**config.mk**
```make
export PLATFORM = sky130hd
export DESIGN_NAME = dual_list_softdec
export DESIGN_NICKNAME = d
export VERILOG_FILES = /design/src/rtl/sdec_pkg.sv /design/src/rtl/sdec_code_map.sv /design/src/rtl/sdec_flip.sv /design/src/rtl/sdec_metric.sv /design/src/rtl/sdec_piso.sv /design/src/rtl/dual_list_softdec.sv
export SDC_FILE = /design/constraint.sdc
export NUM_CORES = 2
export LEC_CHECK = 0
export BUFFER_PORTS_ARGS = -buffer_cell sky130_fd_sc_hd__buf_2
export CAP_MARGIN = 40
export CORE_MARGIN = 5
export CORE_UTILIZATION = 39
export CTS_BUF_LIST = sky130_fd_sc_hd__clkbuf_16
export CTS_CLUSTER_SIZE = 10
export DETAILED_ROUTE_END_ITERATION = 10
export HOLD_SLACK_MARGIN = 0.03
export PLACE_DENSITY = 0.64
export SLEW_MARGIN = 20
export SYNTH_ARGS = -nofsm -noshare
export SYNTH_HDL_FRONTEND = slang
export SYNTH_SLANG_ARGS = --single-unit
```
**constraint.sdc**
```tcl
create_clock -name clk -period 38.5 [get_ports clk]
set_input_delay 7.7 -clock clk [delete_from_list [all_inputs] [get_ports clk]]
set_output_delay 7.7 -clock clk [all_outputs]
set_load 0.02 [all_outputs]
```
**src/rtl/sdec_pkg.sv**
```systemverilog
package sdec_pkg;
  localparam int unsigned SD_K   = 16;  // message length (half of the word)
  localparam int unsigned SD_Q   = 8;   // soft sample width
  localparam int unsigned SD_NLR = 5;   // unreliable positions searched per half
  localparam int unsigned SD_NST = 3;   // mixing layers in the code map

  // index rotated left by one inside an lk-bit field
  function automatic int rotl1(int i, int lk);
    return ((i << 1) | (i >> (lk - 1))) & ((1 << lk) - 1);
  endfunction
endpackage

```
**src/rtl/sdec_code_map.sv**
```systemverilog
module sdec_code_map #(
  parameter int unsigned K   = 16,
  parameter int unsigned NST = 3,
  parameter bit          INV = 1'b0
) (
  input  logic [K-1:0] in_i,
  output logic [K-1:0] out_o
);
  localparam int LK = $clog2(K);

  logic [K-1:0] st [NST+1];
  assign st[0] = in_i;

  for (genvar s = 0; s < NST; s++) begin : g_layer
    logic [K-1:0] a, b;
    if (!INV) begin : g_fwd
      // mix pairs, then rotate unless this is the last layer
      for (genvar j = 0; j < K/2; j++) begin : g_mix
        assign a[2*j]   = st[s][2*j+1];
        assign a[2*j+1] = st[s][2*j] ^ st[s][2*j+1];
      end
      if (s < NST-1) begin : g_rot
        for (genvar i = 0; i < K; i++) begin : g_b
          localparam int D = sdec_pkg::rotl1(i, LK);
          assign b[D] = a[i];
        end
      end else begin : g_norot
        assign b = a;
      end
    end else begin : g_inv
      // undo rotation (not before the first layer), then unmix
      if (s > 0) begin : g_unrot
        for (genvar i = 0; i < K; i++) begin : g_b
          localparam int D = sdec_pkg::rotl1(i, LK);
          assign a[i] = st[s][D];
        end
      end else begin : g_nounrot
        assign a = st[s];
      end
      for (genvar j = 0; j < K/2; j++) begin : g_unmix
        assign b[2*j]   = a[2*j] ^ a[2*j+1];
        assign b[2*j+1] = a[2*j];
      end
    end
    assign st[s+1] = b;
  end

  assign out_o = st[NST];
endmodule

```
**src/rtl/sdec_flip.sv**
```systemverilog
module sdec_flip #(
  parameter int unsigned K   = 16,
  parameter int unsigned NLR = 5,
  parameter int unsigned IW  = 4
) (
  input  logic [K-1:0]      base_i,
  input  logic [NLR*IW-1:0] idx_i,
  input  logic [NLR-1:0]    pat_i,
  output logic [K-1:0]      out_o
);
  logic [K-1:0] mask;

  always_comb begin
    mask = '0;
    for (int j = 0; j < NLR; j++) begin
      if (pat_i[j]) mask[idx_i[j*IW +: IW]] = ~mask[idx_i[j*IW +: IW]];
    end
  end

  assign out_o = base_i ^ mask;
endmodule

```
**src/rtl/sdec_metric.sv**
```systemverilog
module sdec_metric #(
  parameter int unsigned N  = 32,
  parameter int unsigned Q  = 8,
  parameter int unsigned MW = 13
) (
  input  logic [N-1:0]   cand_i,
  input  logic [N-1:0]   hard_i,
  input  logic [N*Q-1:0] mag_i,
  output logic [MW-1:0]  met_o
);
  always_comb begin
    met_o = '0;
    for (int i = 0; i < N; i++) begin
      if (cand_i[i] != hard_i[i]) met_o = met_o + MW'(mag_i[i*Q +: Q]);
    end
  end
endmodule

```
**src/rtl/sdec_piso.sv**
```systemverilog
module sdec_piso #(
  parameter int unsigned K = 16
) (
  input  logic         clk,
  input  logic         rst_n,
  input  logic         load_i,
  input  logic [K-1:0] din_i,
  output logic         bit_o,
  output logic         vld_o
);
  localparam int LW = $clog2(K + 1);

  logic [K-1:0]  sr_q, sr_d;
  logic [LW-1:0] left_q, left_d;

  always_comb begin
    sr_d   = sr_q;
    left_d = left_q;
    if (load_i) begin
      sr_d   = din_i;
      left_d = LW'(K);
    end else if (left_q != '0) begin
      sr_d   = sr_q >> 1;
      left_d = left_q - 1'b1;
    end
  end

  always_ff @(posedge clk or negedge rst_n) begin
    if (!rst_n) begin
      sr_q   <= '0;
      left_q <= '0;
    end else begin
      sr_q   <= sr_d;
      left_q <= left_d;
    end
  end

  assign bit_o = sr_q[0];
  assign vld_o = (left_q != '0);

  // idle output line carries zero
  a_r9_quiet_line: assert property (@(posedge clk) disable iff (!rst_n)
    !vld_o |-> !bit_o);
endmodule

```
**src/rtl/dual_list_softdec.sv**
```systemverilog
module dual_list_softdec #(
  parameter int unsigned K   = sdec_pkg::SD_K,
  parameter int unsigned Q   = sdec_pkg::SD_Q,
  parameter int unsigned NLR = sdec_pkg::SD_NLR,
  parameter int unsigned NST = sdec_pkg::SD_NST
) (
  input  logic                         clk,
  input  logic                         rst_n,
  input  logic                         start_i,
  input  logic [2*K*Q-1:0]             samples_i,
  input  logic [NLR*$clog2(K)-1:0]     sys_lr_i,
  input  logic [NLR*$clog2(K)-1:0]     par_lr_i,
  output logic                         bit_o,
  output logic                         bit_vld_o
);
  localparam int N  = 2 * K;
  localparam int IW = $clog2(K);
  localparam int LW = NLR * IW;
  localparam int MW = Q + $clog2(N);

  // captured frame and search state
  logic [N*Q-1:0] samp_q, samp_d;
  logic [LW-1:0]  slr_q, slr_d, plr_q, plr_d;
  logic           srch_q, srch_d;
  logic [NLR-1:0] cnt_q, cnt_d;
  logic [K-1:0]   best_msg_q, best_msg_d;
  logic [MW-1:0]  best_met_q, best_met_d;

  logic [N-1:0]   hard;
  logic [N*Q-1:0] mag;

  for (genvar i = 0; i < N; i++) begin : g_smp
    assign hard[i]        = samp_q[i*Q + Q-1];
    assign mag[i*Q +: Q]  = hard[i] ? (Q'(0) - samp_q[i*Q +: Q]) : samp_q[i*Q +: Q];
  end

  // systematic branch: flip, re-encode
  logic [K-1:0]  sys_msg, sys_par;
  logic [MW-1:0] met_s;
  sdec_flip #(.K(K), .NLR(NLR), .IW(IW)) u_flip_s (
    .base_i(hard[K-1:0]), .idx_i(slr_q), .pat_i(cnt_q), .out_o(sys_msg));
  sdec_code_map #(.K(K), .NST(NST), .INV(1'b0)) u_enc (
    .in_i(sys_msg), .out_o(sys_par));
  sdec_metric #(.N(N), .Q(Q), .MW(MW)) u_met_s (
    .cand_i({sys_par, sys_msg}), .hard_i(hard), .mag_i(mag), .met_o(met_s));

  // parity branch: flip, invert back to a message
  logic [K-1:0]  par_par, par_msg;
  logic [MW-1:0] met_p;
  sdec_flip #(.K(K), .NLR(NLR), .IW(IW)) u_flip_p (
    .base_i(hard[N-1:K]), .idx_i(plr_q), .pat_i(cnt_q), .out_o(par_par));
  sdec_code_map #(.K(K), .NST(NST), .INV(1'b1)) u_dec (
    .in_i(par_par), .out_o(par_msg));
  sdec_metric #(.N(N), .Q(Q), .MW(MW)) u_met_p (
    .cand_i({par_par, par_msg}), .hard_i(hard), .mag_i(mag), .met_o(met_p));

  // selection and control
  logic          cap_en, last, pick_sys, take;
  logic [K-1:0]  win_msg;
  logic [MW-1:0] win_met;

  always_comb begin
    cap_en   = start_i & ~srch_q;
    last     = srch_q & (&cnt_q);
    pick_sys = (met_s <= met_p);
    win_msg  = pick_sys ? sys_msg : par_msg;
    win_met  = pick_sys ? met_s   : met_p;
    take     = srch_q & ((cnt_q == '0) | (win_met < best_met_q));

    samp_d     = cap_en ? samples_i : samp_q;
    slr_d      = cap_en ? sys_lr_i  : slr_q;
    plr_d      = cap_en ? par_lr_i  : plr_q;
    best_msg_d = take ? win_msg : best_msg_q;
    best_met_d = take ? win_met : best_met_q;
    cnt_d      = cap_en ? '0 : (srch_q ? cnt_q + 1'b1 : cnt_q);
    srch_d     = cap_en | (srch_q & ~last);
  end

  always_ff @(posedge clk or negedge rst_n) begin
    if (!rst_n) begin
      samp_q     <= '0;
      slr_q      <= '0;
      plr_q      <= '0;
      srch_q     <= 1'b0;
      cnt_q      <= '0;
      best_msg_q <= '0;
      best_met_q <= '0;
    end else begin
      samp_q     <= samp_d;
      slr_q      <= slr_d;
      plr_q      <= plr_d;
      srch_q     <= srch_d;
      cnt_q      <= cnt_d;
      best_msg_q <= best_msg_d;
      best_met_q <= best_met_d;
    end
  end

  sdec_piso #(.K(K)) u_out (
    .clk(clk), .rst_n(rst_n), .load_i(last), .din_i(best_msg_d),
    .bit_o(bit_o), .vld_o(bit_vld_o));

  // a running search keeps its captured frame
  a_r2_frame_held: assert property (@(posedge clk) disable iff (!rst_n)
    srch_q |=> ($stable(samp_q) && $stable(slr_q) && $stable(plr_q)));
  // pattern zero leaves both halves at the hard decision
  a_r3_pattern_zero: assert property (@(posedge clk) disable iff (!rst_n)
    (srch_q && cnt_q == '0) |-> (sys_msg == hard[K-1:0] && par_par == hard[N-1:K]));
  // kept score never rises during a search
  a_r6_best_monotone: assert property (@(posedge clk) disable iff (!rst_n)
    (srch_q && cnt_q != '0) |-> (best_met_d <= best_met_q));
  // output window opens as the search closes
  a_r8_out_opens: assert property (@(posedge clk) disable iff (!rst_n)
    $fell(srch_q) |-> bit_vld_o);
endmodule

```
* Word-level counts from Yosys, hierarchy flattened *
Memories as Yosys holds them, arrays and structs flattened.
Index checks and enable logic that the tools add are counted.

storage, ports and cells
  register bits = 352
  latch bits = 0
  memory bits (writable) = 0
  ROM bits = 32
  input bits = 299
  word-level logic and storage cells = 439
  memories kept = 2

memories
  memory           depth  bits a word  read ports  clocked after Yosys merged registers in  write ports  RTL line         source
  (no name shown)  16     1            1           0                                        0            sdec_flip.sv:16  if (pat_i[j]) mask[idx_i[j*IW +: IW]] = ~mask[idx_i[j*IW +: IW]];
  (no name shown)  16     1            1           0                                        0            sdec_flip.sv:16

cells by class
  add/sub/neg operators = 96
  multiply operators = 0
  div/mod/pow operators = 0
  magnitude comparators = 22
  equal/unequal tests = 64
  shifts and indexed selects = 0
  multiplexer cells = 161
  bitwise logic cells = 70
  reduce and logical (&&, ||, !) cells = 15

operators by type and width
  kind                                                               count
  2-to-1 mux 13 bit                                                  63
  adder 13 x 8 -> 13 bit                                             60
  2-to-1 mux 8 bit                                                   34
  subtractor 1 x 8 -> 8 bit, first input constant                    32
  2-to-1 mux 16 bit                                                  14
  bitwise mux 16 bit                                                 8
  inequality test 1 bit                                              64
  less-than comparator 4 x 5 -> 1 bit, second input constant         10
  XOR 1 bit                                                          48
  demux 1 bit (select 4 bit)                                         10
  greater-or-equal comparator 4 x 1 -> 1 bit, second input constant  10
  bitwise AND 16 bit                                                 2
  binary-select mux 1 bit (select 4 bit)                             8
  XOR 16 bit                                                         2
  2-to-1 mux 1 bit                                                   20
  2-to-1 mux 5 bit                                                   4
  adder 8 x 8 -> 9 bit                                               2
  less-or-equal comparator 13 bit                                    1
  less-than comparator 13 bit                                        1
  NOT 1 bit                                                          12
  logical AND 1 bit                                                  10
  adder 5 x 1 -> 5 bit, second input constant                        1
  logical NOT 5 bit                                                  1
  AND reduction 5 bit                                                1
  5 further kinds                                                    10

* Longest topological paths before layout *
  word-level depth = 101
  gate-level depth with buffers = 183
  depth with buffers taken out = 175

* Modules after synthesis *
From an unflattened synthesis, not the netlist that was laid out.

second synthesis, totals
  cells, all modules = 7,085
  area, all modules = 56,130.1 um2

modules (own cells, without submodules)
  module                  times used  cells each  area each (um2)  sequential area each (um2)
  dual_list_softdec       1           1,644       17,675.7         8,282.9
  sdec_metric at u_met_s  1           2,400       16,776.1         0.0
  sdec_metric at u_met_p  1           2,371       16,744.8         0.0
  sdec_flip at u_flip_s   1           276         1,815.5          0.0
  sdec_flip at u_flip_p   1           247         1,644.1          0.0
  sdec_piso               1           95          993.5            525.5
  sdec_code_map           2           26          240.2            0.0

* Worst setup path before layout *
Ideal clock, no wire load.

  kind = reg-to-reg
  start point = reg plr_q[6]
  end point = reg best_met_q[10]
  library setup time = 0.125 ns
  arrival = 32.935 ns
  setup slack = 5.441 ns
  cell stages (with the launch flop) = 138
  period minus slack after synthesis = 33.059 ns
  cell sequence = dfrtp_1 > buf_2 > or3b_4 > nor4_2 > o32ai_1 > o22ai_1 > xnor3_2 > xor2_4 > xnor3_2 > xor2_2 > xnor2_1 > xor2_1 > clkbuf_1 > nor2_1 > ha_1 > fa_1 > a22o_1 > fa_1 > [... 102 more ...] > xnor3_2 > ha_1 > nand3_1 > nor4_1 > nor2_1 > clkbuf_1 > clkbuf_1 > mux2i_1 > ha_1 > a21o_1 > a21o_1 > a21oi_1 > a2111oi_0 > o21ai_0 > o21ai_1 > clkbuf_1 > clkbuf_1 > mux2_2

between the ends
  longest elaborated chain between the ends = 94
  elaborated cells on any way between the ends = 150
  classes of those cells = add/sub (31); order compare (4); eq/ne (32); mux (51); bitwise (31); reduce/logical (1)

ends and longest elaborated chain
  element                                                                                                                  RTL line                 source
  start: declaration                                                                                                       dual_list_softdec.sv:23  logic [LW-1:0] slr_q, slr_d, plr_q, plr_d;
  start signal: assignment                                                                                                 dual_list_softdec.sv:91  plr_q <= plr_d;
  less-than comparator 4 x 5 -> 1 bit (implied by the code) or greater-or-equal comparator 4 x 1 -> 1 bit (tied branches)  sdec_flip.sv:16
  logical AND 1 bit (implied by the code)                                                                                  sdec_flip.sv:16
  2-to-1 mux 1 bit (implied by the code)                                                                                   sdec_flip.sv:16
  demux 1 bit (select 4 bit)                                                                                               n/a
  bitwise mux 16 bit *                                                                                                     sdec_flip.sv:16
  2-to-1 mux 16 bit *                                                                                                      sdec_flip.sv:16
  binary-select mux 1 bit (select 4 bit)                                                                                   sdec_flip.sv:16
  2-to-1 mux 1 bit (implied by the code)                                                                                   sdec_flip.sv:16
  [... 79 more ...]                                                                                                        n/a
  adder 13 x 8 -> 13 bit                                                                                                   sdec_metric.sv:14        if (cand_i[i] != hard_i[i]) met_o = met_o + MW'(mag_i[i*Q +: Q]);
  2-to-1 mux 13 bit *                                                                                                      sdec_metric.sv:14
  less-or-equal comparator 13 bit                                                                                          dual_list_softdec.sv:65  pick_sys = (met_s <= met_p);
  2-to-1 mux 13 bit *                                                                                                      dual_list_softdec.sv:67  win_met = pick_sys ? met_s : met_p;
  net win_met[2]                                                                                                           dual_list_softdec.sv:60  logic [MW-1:0] win_met;
  less-than comparator 13 bit *                                                                                            dual_list_softdec.sv:68  take = srch_q & ((cnt_q == '0) | (win_met < best_met_q));
  bitwise OR 1 bit *                                                                                                       dual_list_softdec.sv:68
  bitwise AND 1 bit *                                                                                                      dual_list_softdec.sv:68
  end signal: assignment                                                                                                   dual_list_softdec.sv:95  best_met_q <= best_met_d;
  end: declaration                                                                                                         dual_list_softdec.sv:27  logic [MW-1:0] best_met_q, best_met_d;

The timed path passes the listed nets; every way through them passes the cells marked *. The select of a mux whose other input is x is not followed.
A chain may end at the register's enable or synchronous reset.

* Final worst setup path *
  start point = reg cnt_q[2]
  end point = reg u_out.sr_q[1]

between the ends
  longest elaborated chain between the ends = 86
  elaborated cells on any way between the ends = 274
  classes of those cells = add/sub (62); order compare (2); eq/ne (64); mux (86); bitwise (57); reduce/logical (3)

ends and longest elaborated chain
  element                                 RTL line                 source
  start: declaration                      dual_list_softdec.sv:25  logic [NLR-1:0] cnt_q, cnt_d;
  start signal: assignment                dual_list_softdec.sv:93  cnt_q <= cnt_d;
  2-to-1 mux 16 bit                       sdec_flip.sv:16
  binary-select mux 1 bit (select 4 bit)  sdec_flip.sv:16
  2-to-1 mux 1 bit (implied by the code)  sdec_flip.sv:16
  NOT 1 bit                               sdec_flip.sv:16
  bitwise mux 16 bit                      sdec_flip.sv:16
  2-to-1 mux 16 bit                       sdec_flip.sv:16
  binary-select mux 1 bit (select 4 bit)  sdec_flip.sv:16
  2-to-1 mux 1 bit (implied by the code)  sdec_flip.sv:16
  [... 72 more ...]                       n/a
  2-to-1 mux 13 bit *                     dual_list_softdec.sv:67
  net win_met[12]                         dual_list_softdec.sv:60
  less-than comparator 13 bit *           dual_list_softdec.sv:68
  bitwise OR 1 bit *                      dual_list_softdec.sv:68
  bitwise AND 1 bit *                     dual_list_softdec.sv:68
  2-to-1 mux 16 bit *                     dual_list_softdec.sv:73  best_msg_d = take ? win_msg : best_msg_q;
  net best_msg_d[1]                       dual_list_softdec.sv:26  logic [K-1:0] best_msg_q, best_msg_d;
  2-to-1 mux 16 bit *                     sdec_piso.sv:19          if (load_i) begin
  end signal: assignment                  sdec_piso.sv:33          sr_q <= sr_d;
  end: declaration                        sdec_piso.sv:13          logic [K-1:0] sr_q, sr_d;

Marks and branches as above.

==> run_results.csv <==
group,metric,value,unit
floorplanning,fp.dieW,385,um
cts,clock-sinks,352,
grt,grt_max_degree,131,
worst_setup_path,critPathMaxFanout,27,
sta,fin_crit_sh,0.944,
final_layout,area_growth,9.70,%
worst_setup_path,start_kind,"flop",
final_layout,final_layout_size_suffix_gt1_frac,0.170,
synthesis,synth_edf_count,0,
sta,drv_slew,0,
cts,cts_buffers,45,
worst_setup_path,worstReg2RegEnd,"u_out.sr_q[1]",
floorplanning,ios,301,
cts,clockBufferDepth,3,
placement,dp_hpwl,140,mm
hold_path,min_to,"best_met_q[5]",
synthesis,synth-seq-area-share,0.161,
detailed_routing,drc,0,
synthesis,synth_most_common_cell,"xnor2_1",
flow_run,max-cap-violations,0,
synthesis,synth_top_area_frac,0.161,
worst_setup_path,critPathTopFamily,"adder cells",
worst_setup_path,r2r_cells,134,
cts,clock_latency,0.65,ns
grt,antenna_found_initial,5,
synthesis,ys.flop_type,"dfrtp_1",
sta,hold_viol_final,0,
sta,tightest_slew,0.967,ns
synthesis,postSynthCellCount,6556,
hold_path,min_path_type,"reg2reg",
floorplanning,fp.dieH,385,um
cts,cts_tree,"built",
cts,ctsHoldBuffers,0,
final_layout,fin_nets,7727,
final_layout,multi_input_area,43900,um2
hold_path,worstHoldStart,"best_met_q[5]",
detailed_routing,wl_per_cell,19.2,um
grt,grt_use_total,0.218,
synthesis,syn-cell-area,54700,um2
worst_setup_path,slowest_stage,"xnor3_1",
grt,overflow,0,
sta,max_freq,0.0275,GHz
synthesis,synthArstFlopShare,1.00,
cts,h-tree-depth,2,
placement,gp_congestion,0.949,
synthesis,synth_top_area_cell,"dfrtp_1",
worst_setup_path,required,38.99,ns
worst_setup_path,r2r-start,"cnt_q[2]",
grt,grt_pass1_wl,260,mm
worst_setup_path,reg2reg_slack,2.14,ns
sta,setup_violations,0,
cts,clk_pin_slew,0.06,ns
worst_setup_path,end_kind,"flop",
detailed_routing,routed-via-count,48392,
worst_setup_path,crit_type,"reg2reg",
final_layout,seq_area,8820,um2
worst_setup_path,worst-path-buf-inv,7,
cts,cts_root_buffer,"clkbuf_16",
synthesis,ys_types,121,
worst_setup_path,critPathMaxStageDelay,0.77,ns
synthesis,yosys_register_bits,352,
floorplanning,num_rows,137,
synthesis,synthTopCellsByArea,"dfrtp_1 (16%), ha_1 (13%), mux2_2 (11%)",
final_layout,fillers,14011,
synthesis,synth_nets,7475,
synthesis,ys_warn_count,0,
sta,timing.setup.tns,0,ns
placement,io_buffers,300,
sta,slew_headroom,0.347,
sta,min_period,36.36,ns
detailed_routing,ant_nets,0,
detailed_routing,viasPerCell,5.56,
floorplanning,design.die.area,148000,um2
detailed_routing,drt_iter0_drc,3252,
floorplanning,core,140000,um2
detailed_routing,first_pass_iters,8,
outcome,status,"finished, final reports clean",
sta,fin_worst_skew,0.0384,ns
floorplanning,initial_core_util,0.392,
detailed_routing,wl,168,mm
sta,rsz0062_at_grt,"false",
worst_setup_path,crit_arrival,36.85,ns
synthesis,avgSynthCellArea,8.34,um2
hold_path,holdPathStages,2,
grt,grt_pass1_vias,46620,
synthesis,synthTopCellsByCount,"xnor2_1 (621), nand2_1 (564), ha_1 (558), mux2_2 (556), a21oi_1 (483)",
what timing repair did:
| item | 4_1_cts | 5_1_grt |
|---|---|---|
| buffers inserted | 0 | 1 |
| endpoints found under the setup margin | 0 | 45 |
| resized for setup | 0 | 21 |
through the flow:
| step | hold slack (ns) | utilization | area (um2) | setup slack, ns | cells |
|---|---|---|---|---|---|
| after floorplan | 0.446 | - | 54700 | 5.44 | 6556 |
| after global placement | 0.463 | 0.418 | 58400 | 2.21 | 8612 |
| after detailed placement | 0.464 | 0.419 | 58500 | 1.31 | 8621 |
| after CTS | 0.478 | 0.428 | 59800 | 1.18 | 8687 |
| after global routing | 0.504 | 0.430 | 60000 | 0.0868 | 8703 |
| final | 0.472 | 0.430 | 60000 | 2.14 | 8705 |
tightest hold or removal path: stages, from the launching register on:
cell and delay (ns):
dfrtp_1 0.34, nand2_1 0.05, nand2_1 0.05
cell families after synthesis:
kind of cell	Yosys count	synth area share
AO/OA/AOI/OAI	1632	0.188
XOR/XNOR	919	0.163
adder cells (fa/ha/maj)	631	0.152
buffers and inverters	545	0.0388
flip-flops	352	0.161
multiplexers	655	0.134
AND/OR/NAND/NOR	1822	0.162
state kept, by name (all words and copies together) (netlist names):
signal        flops
best_met_q       13
best_msg_q       16
cnt_q             5
plr_q            20
samp_q          256
slr_q            20
srch_q            1
u_out.left_q      5
u_out.sr_q       16
layout by cell type, fill, tap and decap left out, types with 40 or more instances in the layout:
master       n
nand2b_1   110
nor2_1     458
a21o_1     156
o21bai_1   133
fa_1        62
dfrtp_1    346
mux2_2     556
nand2_1    564
ha_1       558
or3_1       61
nor3_1     109
o21a_1      80
o21ai_0    374
a21oi_1    483
xnor2_1    616
o31ai_1     58
buf_4       82
nor2b_1    128
mux2i_1     88
nand3b_1    40
xor2_1     229
buf_2      305
clkbuf_16   45
inv_1      351
nand3_1    103
how the worst max path moves through the flow:
stage | from | end | depth (start not counted)
floorplan | plr_q[6] | best_met_q[10] | 137
global placement | plr_q[1] | u_out.sr_q[12] | 134
detailed placement | plr_q[1] | u_out.sr_q[3] | 134
CTS | plr_q[1] | u_out.sr_q[3] | 136
global route | plr_q[7] | u_out.sr_q[1] | 157
finish | cnt_q[2] | u_out.sr_q[1] | 134
metal layers:
layer  global-route usage  vias to the layer above  part of all wire  wire [um]
li1                     -                    23883                 -          -
met1                0.308                    23155              0.47      79600
met2                0.358                     1185              0.45      75400
met3               0.0267                      165             0.056       9330
met4               0.0438                        4             0.019       3260
met5                    0                        -           0.00015         25
cell type report:
class | instances | share of cell area
Timing Repair Buffer | 404 | 0.0399
Clock inverter | 21 | 0.00223
Sequential cell | 352 | 0.147
Clock buffer | 45 | 0.0188
Antenna cell | 2 | 0.0000834
Multi-Input combinational cell | 5659 | 0.731
Inverter | 346 | 0.0216
Tap cell | 1876 | 0.0391
Power is left out: the tool's default activity adds up to more than one toggle a clock period on the data nets, which glitch-free logic cannot reach.
